<file path="config.mk">
export PLATFORM = sky130hd
export DESIGN_NAME = vec_irq_chain
export DESIGN_NICKNAME = d
export VERILOG_FILES = /design/src/rtl/vic_pkg.sv /design/src/rtl/vic_ingress.sv /design/src/rtl/vic_fifo.sv /design/src/rtl/vic_chain.sv /design/src/rtl/vec_irq_chain.sv
export SDC_FILE = /design/constraint.sdc
export NUM_CORES = 1
export LEC_CHECK = 0
export BUFFER_PORTS_ARGS = -buffer_cell sky130_fd_sc_hd__buf_4
export CAP_MARGIN = 20
export CELL_PAD_IN_SITES_DETAIL_PLACEMENT = 1
export CELL_PAD_IN_SITES_GLOBAL_PLACEMENT = 1
export CORE_ASPECT_RATIO = 1.5
export CORE_MARGIN = 3
export CORE_UTILIZATION = 39
export CTS_CLUSTER_SIZE = 28
export DETAILED_ROUTE_END_ITERATION = 16
export GPL_TIMING_DRIVEN = 1
export PLACE_DENSITY = 0.74
export SYNTH_ARGS = -nofsm -noshare
export SYNTH_HDL_FRONTEND = slang
export SYNTH_SLANG_ARGS = --single-unit
</file>
<file path="constraint.sdc">
create_clock -name clk -period 2.25 [get_ports clk]
set_clock_uncertainty 0.1 [all_clocks]
set_input_delay 0.1125 -clock clk [delete_from_list [all_inputs] [get_ports clk]]
set_output_delay 0.1125 -clock clk [all_outputs]
set_load 0.05 [all_outputs]
</file>
<file path="src/rtl/vic_pkg.sv">
package vic_pkg;

   typedef enum logic [1:0] {
      CH_IDLE  = 2'd0,
      CH_SERVE = 2'd1,
      CH_PASS  = 2'd2
   } chain_st_e;

endpackage

</file>
<file path="src/rtl/vic_ingress.sv">
module vic_ingress #(
   parameter int VEC_W = 8,
   parameter int LVL_W = 3
) (
   input  logic                   clk,
   input  logic                   rst_n,
   input  logic                   done_i,
   input  logic                   err_i,
   input  logic                   stat_i,
   input  logic [LVL_W-1:0]       cmd_lvl_i,
   input  logic [LVL_W-1:0]       stat_lvl_i,
   input  logic [VEC_W-1:0]       vec_done_i,
   input  logic [VEC_W-1:0]       vec_err_i,
   input  logic [VEC_W-1:0]       vec_stat_i,
   input  logic                   room_i,
   output logic                   push_o,
   output logic [LVL_W+VEC_W-1:0] entry_o
);

   logic stat_pend_q;
   logic comp_ok;
   logic stat_go;

   assign comp_ok = (done_i || err_i) && (cmd_lvl_i != '0);
   assign stat_go = !comp_ok && stat_pend_q && room_i;
   assign push_o  = (comp_ok && room_i) || stat_go;

   always_comb begin
      if (comp_ok) entry_o = {cmd_lvl_i, (err_i ? vec_err_i : vec_done_i)};
      else         entry_o = {stat_lvl_i, vec_stat_i};
   end

   always_ff @(posedge clk) begin
      if (!rst_n) stat_pend_q <= 1'b0;
      else        stat_pend_q <= (stat_pend_q && !stat_go) || stat_i;
   end

endmodule

</file>
<file path="src/rtl/vic_fifo.sv">
module vic_fifo #(
   parameter int W     = 11,
   parameter int DEPTH = 4
) (
   input  logic         clk,
   input  logic         rst_n,
   input  logic         push_i,
   input  logic [W-1:0] din_i,
   input  logic         pop_i,
   output logic         full_o,
   output logic         valid_o,
   output logic [W-1:0] head_o
);

   localparam int CW = $clog2(DEPTH + 1);

   logic [CW-1:0] cnt_q;
   logic          do_push;
   logic          do_pop;

   assign full_o  = (cnt_q == CW'(DEPTH));
   assign valid_o = (cnt_q != '0);
   assign do_push = push_i && !full_o;
   assign do_pop  = pop_i && valid_o;

   always_ff @(posedge clk) begin
      if (!rst_n) cnt_q <= '0;
      else if (do_push && !do_pop) cnt_q <= cnt_q + 1'b1;
      else if (do_pop && !do_push) cnt_q <= cnt_q - 1'b1;
   end

   generate
      if (DEPTH == 1) begin : g_single
         logic [W-1:0] slot_q;
         always_ff @(posedge clk) begin
            if (do_push) slot_q <= din_i;
         end
         assign head_o = slot_q;
      end else begin : g_ring
         localparam int PW = $clog2(DEPTH);
         logic [W-1:0]  mem_q [DEPTH];
         logic [PW-1:0] wr_q;
         logic [PW-1:0] rd_q;

         function automatic logic [PW-1:0] bump(input logic [PW-1:0] p);
            return (p == PW'(DEPTH - 1)) ? '0 : p + 1'b1;
         endfunction

         always_ff @(posedge clk) begin
            if (!rst_n) begin
               wr_q <= '0;
               rd_q <= '0;
            end else begin
               if (do_push) wr_q <= bump(wr_q);
               if (do_pop)  rd_q <= bump(rd_q);
            end
         end

         always_ff @(posedge clk) begin
            if (do_push) mem_q[wr_q] <= din_i;
         end

         assign head_o = mem_q[rd_q];
      end
   endgenerate

endmodule

</file>
<file path="src/rtl/vic_chain.sv">
module vic_chain #(
   parameter int LVL_W = 3
) (
   input  logic             clk,
   input  logic             rst_n,
   input  logic             iack_i,
   input  logic [LVL_W-1:0] iack_lvl_i,
   input  logic             pend_i,
   input  logic [LVL_W-1:0] head_lvl_i,
   output logic             serve_o,
   output logic             pass_o,
   output logic             pop_o
);

   import vic_pkg::*;

   chain_st_e st_q;
   chain_st_e st_d;

   always_comb begin
      st_d = st_q;
      unique case (st_q)
         CH_IDLE: begin
            if (iack_i) st_d = (pend_i && (iack_lvl_i == head_lvl_i)) ? CH_SERVE : CH_PASS;
         end
         CH_SERVE: if (!iack_i) st_d = CH_IDLE;
         CH_PASS:  if (!iack_i) st_d = CH_IDLE;
         default:  st_d = CH_IDLE;
      endcase
   end

   always_ff @(posedge clk) begin
      if (!rst_n) st_q <= CH_IDLE;
      else        st_q <= st_d;
   end

   assign serve_o = (st_q == CH_SERVE);
   assign pass_o  = (st_q == CH_PASS);
   assign pop_o   = serve_o && !iack_i;

endmodule

</file>
<file path="src/rtl/vec_irq_chain.sv">
module vec_irq_chain #(
   parameter  int VEC_W   = 8,
   parameter  int DEPTH   = 4,
   parameter  int NUM_LVL = 7,
   localparam int LVL_W   = $clog2(NUM_LVL + 1)
) (
   input  logic               clk,
   input  logic               rst_n,
   input  logic               evt_done,
   input  logic               evt_err,
   input  logic               evt_stat,
   input  logic [LVL_W-1:0]   cmd_lvl,
   input  logic [LVL_W-1:0]   stat_lvl,
   input  logic [VEC_W-1:0]   vec_done,
   input  logic [VEC_W-1:0]   vec_err,
   input  logic [VEC_W-1:0]   vec_stat,
   input  logic               vec_en,
   input  logic               iack_in,
   input  logic [LVL_W-1:0]   iack_lvl,
   output logic [NUM_LVL-1:0] irq_o,
   output logic               iack_out,
   output logic               dtack_o,
   output logic               data_oe,
   output logic [VEC_W-1:0]   data_o
);

   localparam int EW = LVL_W + VEC_W;

   if (DEPTH < 1)   $error("DEPTH must be at least 1");
   if (VEC_W < 1)   $error("VEC_W must be at least 1");
   if (NUM_LVL < 1) $error("NUM_LVL must be at least 1");

   logic          push;
   logic [EW-1:0] entry;
   logic          full;
   logic          pend;
   logic [EW-1:0] head;
   logic          serve;
   logic          pop;
   logic [LVL_W-1:0] head_lvl;
   logic [VEC_W-1:0] head_vec;

   assign head_lvl = head[EW-1:VEC_W];
   assign head_vec = head[VEC_W-1:0];

   vic_ingress #(.VEC_W(VEC_W), .LVL_W(LVL_W)) u_ingress (
      .clk        (clk),
      .rst_n      (rst_n),
      .done_i     (evt_done),
      .err_i      (evt_err),
      .stat_i     (evt_stat),
      .cmd_lvl_i  (cmd_lvl),
      .stat_lvl_i (stat_lvl),
      .vec_done_i (vec_done),
      .vec_err_i  (vec_err),
      .vec_stat_i (vec_stat),
      .room_i     (!full),
      .push_o     (push),
      .entry_o    (entry)
   );

   vic_fifo #(.W(EW), .DEPTH(DEPTH)) u_queue (
      .clk     (clk),
      .rst_n   (rst_n),
      .push_i  (push),
      .din_i   (entry),
      .pop_i   (pop),
      .full_o  (full),
      .valid_o (pend),
      .head_o  (head)
   );

   vic_chain #(.LVL_W(LVL_W)) u_chain (
      .clk        (clk),
      .rst_n      (rst_n),
      .iack_i     (iack_in),
      .iack_lvl_i (iack_lvl),
      .pend_i     (pend),
      .head_lvl_i (head_lvl),
      .serve_o    (serve),
      .pass_o     (iack_out),
      .pop_o      (pop)
   );

   for (genvar l = 1; l <= NUM_LVL; l++) begin : g_irq
      assign irq_o[l-1] = pend && (head_lvl == LVL_W'(l));
   end

   assign dtack_o = serve;
   assign data_oe = serve && vec_en;
   assign data_o  = data_oe ? head_vec : '0;

endmodule

</file>
==> out/metrics.yaml, run 1 <==
yosys:
  netlist_area_sq_mm: 0.00263
  netlist_instances: 182
  synth-seq-cells: 56
  syn_nets: 232
  ys_seq_area_share_pct: 59.3
  async_reset_ff_share_pct: 0
  synth_edf_count: 44
  syn_avg_cell_area_sq_um: 14.5
  yosys_warnings: 0
  synth_cell_types: 35
  synth-main-ff-cell: "edfxtp_1"
die:
  num_rows: 36
  ios: 58
  initial_core_util_pct: 40.3
  die-area_sq_mm: 0.00780
  die_w_microns: 73.1
  die_y_microns: 107
  core-area_sq_mm: 0.00653
pwr:
  total_leakage_power_nw: 1.36
  combPwrFrac_pct: 35.4
  ir_worst_vdd_uv: 442
  switching_share_pct: 32.7
  power_frac_seq_pct: 46.7
  internal_power_mw: 2.09
  p_switching_mw: 1.01
  p_total_mw: 3.10
  p_per_area_mw_per_mm2: 913
  power.share.clock_pct: 17.9
timing:
  fmax_ghz: 0.446
  period_share_pct: 99.8
  hold_viol_final: 0
  final-setup-viol-count: 0
  grt_setup_unrepaired: "true"
  final.min_clock_period_ns: 2.24
  maxSlewHeadroom_pct: 72.0
  tns_ns: 0
  drv_slew: 0
  tightest_slew_ns: 0.416
clock_tree:
  cts_max_level: 2
  root_buffer: "clkbuf_8"
  cts_sinks: 56
  cts_setup_buffers: 0
  cts_buffers: 5
  cts_tree: "built"
  clk_latency_ns: 0.31
  clkTransAtPathRegs_ns: 0.10
  cts.path.max_buffers: 2
critical_path:
  required_ns: 2.40
  arrival_ns: 2.40
  reg2reg_depth: 9
  setup.worst_path.end_class: "register"
  r2r_setup_slack_ns: 0.006
  path_max_fanout: 2
  critPathLaunchType: "register"
  worstSetupPathType: "reg2reg"
grt:
  antenna_found_initial: 0
  grt_usage_pct: 15.8
  grt_start_max_net_pins: 20
  grt_pass1_wl_mm: 9.20
  grt_pass1_vias: 1894
  grt_overflow_total: 0
drt:
  avgViaCountPerCell: 5.18
  ant_nets: 0
  first_iter_violations: 58
  wl_mm: 5.75
  num_vias: 1734
  wire_per_inst_microns: 17.2
  firstDrtPassIters: 4
  drc: 0
cells_and_area:
  nets: 308
  final_area_sq_mm: 0.00339
  num_antenna_cells: 0
  layout_common_cells: "72 x buf_4, 44 x edfxtp_1, 16 x nor2_1, 14 x mux2i_1, 13 x and2_1"
  final_common_cell: "buf_4"
  utilization_pct: 52.0
  area_growth_pct: 28.8
  layout-drive-gt1-share_pct: 37.8
status:
  outcome: "complete, no violations"
worst_hold_path:
  hp-class: "in2reg"
  min_path_cells: 4
placement:
  place_area_sq_mm: 0.00326
  gp_congestion: 0.742
  io_buffers: 57
  dp_hpwl_mm: 4.41
run:
  drv_cap: 0
==> critical path: stages (launching register included) <==
cell     delay [ns]
dfxtp_2        0.33
or3_4          0.38
and3b_2        0.22
inv_2          0.07
ha_4           0.13
inv_2          0.04
fa_2           0.33
xor2_1         0.17
or3_1          0.31
a21oi_1        0.12
==> layout make-up <==
| type | count | area (sq um) |
|---|---|---|
| Clock buffer | 5 | 68.8 |
| Clock inverter | 3 | 21.3 |
| Fill cell | 668 | 3140 |
| Inverter | 8 | 30.0 |
| Multi-Input combinational cell | 112 | 1040 |
| Sequential cell | 56 | 1570 |
| Tap cell | 76 | 95.1 |
| Timing Repair Buffer | 75 | 571 |
==> final timing paths <==
path | endpoint | startpoint
setup / recovery | u_queue.cnt_q[2] | u_queue.cnt_q[0]
hold / removal | u_chain.st_q[0] | iack_lvl[1]
setup reg to reg | u_queue.cnt_q[2] | u_queue.cnt_q[0]
hold reg to reg | u_chain.st_q[0] | u_chain.st_q[0]
==> flip-flops by register name (all words and copies together), names as in the netlist, named ones only <==
name and cells:
u_queue.g_ring.rd_q 2, u_queue.g_ring.mem_q 44, u_ingress.stat_pend_q 1, u_queue.g_ring.wr_q 2, u_queue.cnt_q 3, u_chain.st_q 2
==> metal layers <==
| metal | track usage (%) | share of wire (%) |
|---|---|---|
| met3 | 2.63 | 3.9 |
| met2 | 29.5 | 57 |
| met4 | 5.15 | 1.5 |
| met5 | 0 | 0 |
| met1 | 17.4 | 38 |
==> timing repair <==
item	4_1_cts	5_1_grt
hold endpoints to repair	2	0
resized for setup	7	2
endpoints found under the setup margin	5	5
hold buffers	3	0
pin swaps	2	0
==> power groups by stage <==
stage	combinational, mW	sequential (mW)	clock, mW
floorplan	0.680	1.46	0
finish	1.10	1.45	0.553
global route	1.23	1.47	0.597
CTS	1.12	1.45	0.564
global placement	1.06	1.45	0
detailed placement	1.09	1.47	0
==> cells in the mapped netlist (all sizes together) (2+ instances only) <==
library cell	count	area (sq um)
mux4	11	282
o21a	2	15.0
inv	7	26.3
xnor2	3	41.3
o21ai	10	50.1
or3	2	12.5
nand2	11	41.3
xor2	2	17.5
edfxtp	44	1320
ha	9	113
dfxtp	12	240
clkbuf	2	7.51
a22o	3	26.3
nor2	16	60.1
buf	4	26.3
a21oi	2	10.0
mux2i	14	140
nand2b	2	12.5
and2	13	81.3
==> logic make-up after synthesis <==
logic type               count (synthesis)  share of synthesized area [%]
flip-flops                              56                           59.3
buffers and inverters                   14                           2.42
adder cells (fa/ha/maj)                 10                           5.04
XOR/XNOR                                 5                           2.23
multiplexers                            25                           16.0
AO/OA/AOI/OAI                           21                           5.27
AND/OR/NAND/NOR                         51                           9.74
==> per-stage QoR <==
step	instances	setup WS [ns]	hold WS [ns]
after floorplan	182	-0.120	0.130
after global placement	324	-0.0444	0.227
after detailed placement	324	-0.0875	0.235
after CTS	335	-0.00325	0.0340
after global routing	335	-0.101	0.0729
final	335	0.00561	0.0351
(Power assumes the default switching activity.)
==> run 2, diff against run 1 <==
==> constraint.sdc (replaced) <==
create_clock -name clk -period 2.25 [get_ports clk]
set_clock_uncertainty 0.1 [all_clocks]
set_input_delay 0.225 -clock clk [delete_from_list [all_inputs] [get_ports clk]]
set_output_delay 0.225 -clock clk [all_outputs]
set_load 0.05 [all_outputs]
==> run 2 against run 1 <==
The run now ends with negative setup slack left. Non-clock buffer count rose by 7. Utilization increased by 1.8 points. Sequential share of layout area is 1.5 points lower. Register-to-register slack got worse by 0.02 ns. Clock power is 3% lower. Via count up 0.52%. Combinational power rose by 16%. Critical endpoint unchanged. Largest cell class unchanged. Highest routed layer unchanged.
==> out/metrics.yaml, run 2 (synthesis gave the netlist of run 1 again) <==
critical_path:
  setup.worst_path.end_class: "register"
  path_max_fanout: 2  # unchanged
  worstSetupPathType: "reg2reg"
  required_ns: 2.39  # about the same
  critPathLaunchType: "register"
  arrival_ns: 2.41  # about the same
pwr:
  p_per_area_mw_per_mm2: 929  # +1.7%
  switching_share_pct: 32.4  # -0.21 points
  internal_power_mw: 2.20  # +5.6%
  power.share.clock_pct: 16.5  # -1.4 points
  ir_worst_vdd_uv: 375  # -15%
  power_frac_seq_pct: 44.3  # -2.4 points
  p_switching_mw: 1.06  # +4.6%
  combPwrFrac_pct: 39.2  # +3.8 points
  total_leakage_power_nw: 1.42  # +4.4%
timing:
  final-setup-viol-count: 1  # +1
  postLayoutSetupSlackWorst_ns: -0.0152  # -0.0208 ns
  final.min_clock_period_ns: 2.27  # +0.0208 ns
  maxSlewHeadroom_pct: 66.5  # -5.5 points
  drv_slew: 0  # unchanged
  fin_hold_ws_ns: 0.0299  # -0.00519 ns
  fmax_ghz: 0.441  # -0.92%
  period_share_pct: 101  # +0.93 points
  tightest_slew_ns: 0.498  # +0.0822 ns
  hold_viol_final: 0  # unchanged
  grt_setup_unrepaired: "true"
clock_tree:
  cts_buffers: 5  # unchanged
  cts_max_level: 2  # unchanged
  cts_tree: "built"
  root_buffer: "clkbuf_8"
  cts_sinks: 56  # unchanged
  clk_latency_ns: 0.31  # about the same
  clkTransAtPathRegs_ns: 0.09  # about the same
  ctsHoldBuffers: 0  # -3
  cts.path.max_buffers: 2  # unchanged
die:
  die_y_microns: 107  # unchanged
  ios: 58  # unchanged
  die_w_microns: 73.1  # unchanged
  num_rows: 36  # unchanged
  initial_core_util_pct: 40.3  # unchanged
  die-area_sq_mm: 0.00780  # unchanged
  core-area_sq_mm: 0.00653  # unchanged
cells_and_area:
  layout_common_cells: "75 x buf_4, 44 x edfxtp_1, 14 x nor2_1, 14 x mux2i_1, 13 x and2_1"
  nets: 315  # +2.3%
  area_growth_pct: 33.3
  utilization_pct: 53.8  # +1.8 points
  largest_reg_flops: 44  # unchanged
  num_antenna_cells: 0  # unchanged
  top_regs: "u_queue.g_ring.mem_q x44, u_queue.cnt_q x3"
  top_register: "u_queue.g_ring.mem_q"
  layout-drive-gt1-share_pct: 42.5  # +4.6 points
  final_common_cell: "buf_4"
drt:
  ant_nets: 0  # unchanged
  num_vias: 1743  # +0.52%
  firstDrtPassIters: 4  # unchanged
  avgViaCountPerCell: 5.10  # -1.5%
  wl_mm: 5.79  # +0.57%
  drc: 0  # unchanged
  first_iter_violations: 58  # unchanged
  wire_per_inst_microns: 16.9  # -1.5%
worst_hold_path:
  hp-class: "in2reg"
placement:
  io_buffers: 57  # unchanged
  dp_hpwl_mm: 4.35  # -1.4%
  gp_congestion: 0.706  # -4.8%
status:
  failed_checks: "negative setup slack"
  outcome: "finished, violations left"
run:
  drv_cap: 0  # unchanged
grt:
  grt_start_max_net_pins: 20  # unchanged
  grt_overflow_total: 0  # unchanged
  antenna_found_initial: 0  # unchanged
  grt_pass1_vias: 1834  # -3.2%
  grt_usage_pct: 15.4  # -0.32 points
  grt_pass1_wl_mm: 8.99  # -2.3%
-- run 2: cell count changes in the layout (fill, tap and decap cells not counted), moves of 3 or more --
cell and change:
buf_12 +3, buf_4 +3, buf_6 +4, dlygate4sd3_1 -3
-- run 2: power by group through the flow --
stage,combinational (mW),clock (mW),sequential (mW)
CTS,1.22,0.562,1.45
detailed placement,1.15,0,1.47
floorplan,0.698,0,1.46
finish,1.28,0.538,1.44
global placement,1.10,0,1.45
global route,1.41,0.593,1.46
-- run 2: path summary, 6_finish.rpt --
| kind | startpoint | endpoint | slack, ns | depth (start not counted) |
|---|---|---|---|---|
| worst max register to register | u_queue.cnt_q[1] | u_queue.cnt_q[2] | -0.02 | 9 |
| worst min-delay path | evt_stat | u_ingress.stat_pend_q | 0.03 | 2 |
| worst max-delay path | u_queue.cnt_q[1] | u_queue.cnt_q[2] | -0.02 | 9 |
| worst min register to register | u_queue.g_ring.rd_q[1] | register | 0.46 | 2 |
-- run 2: layout make-up --
class | instances | area, sq um
Multi-Input combinational cell | 112 | 1060
Sequential cell | 56 | 1570
Timing Repair Buffer | 82 | 668
Clock buffer | 5 | 68.8
Tap cell | 76 | 95.1
Clock inverter | 3 | 21.3
Fill cell | 671 | 3020
Inverter | 8 | 30.0
-- run 2: timing repair --
| item | in CTS | in global routing |
|---|---|---|
| setup buffers | 3 | 8 |
| cloned | 0 | 0 |
| endpoints found under the setup margin | 6 | 5 |
| pin swaps | 1 | 0 |
| gates resized for setup | 6 | 6 |
-- run 2: per-stage QoR --
stage	power (mW)	setup TNS [ns]	worst slack, ns	std cells	cell area [sq um]
floorplan	2.16	-0.00143	-0.00143	182	2670
global placement	2.56	0	0.0467	323	3290
detailed placement	2.63	-0.0216	-0.0216	323	3290
CTS	3.23	-0.0140	-0.0140	334	3420
global route	3.46	-0.126	-0.120	342	3510
finish	3.26	-0.0152	-0.0152	342	3510
-- run 2: worst max-delay path: stages (launching register included) --
cell and delay (ns):
dfxtp_2 0.33, or3_4 0.38, and3b_2 0.22, inv_2 0.07, ha_4 0.13, inv_2 0.04
fa_2 0.34, xor2_1 0.15, or3_1 0.31, a21oi_1 0.12
-- run 2: per-layer routing --
layer  wire, microns  vias up  global-route usage [%]
met3             213        5                    2.44
met1            2190      851                    17.0
met5               0        -                       0
met4             104        0                    5.94
li1                -      842                       -
met2            3280       45                    28.7
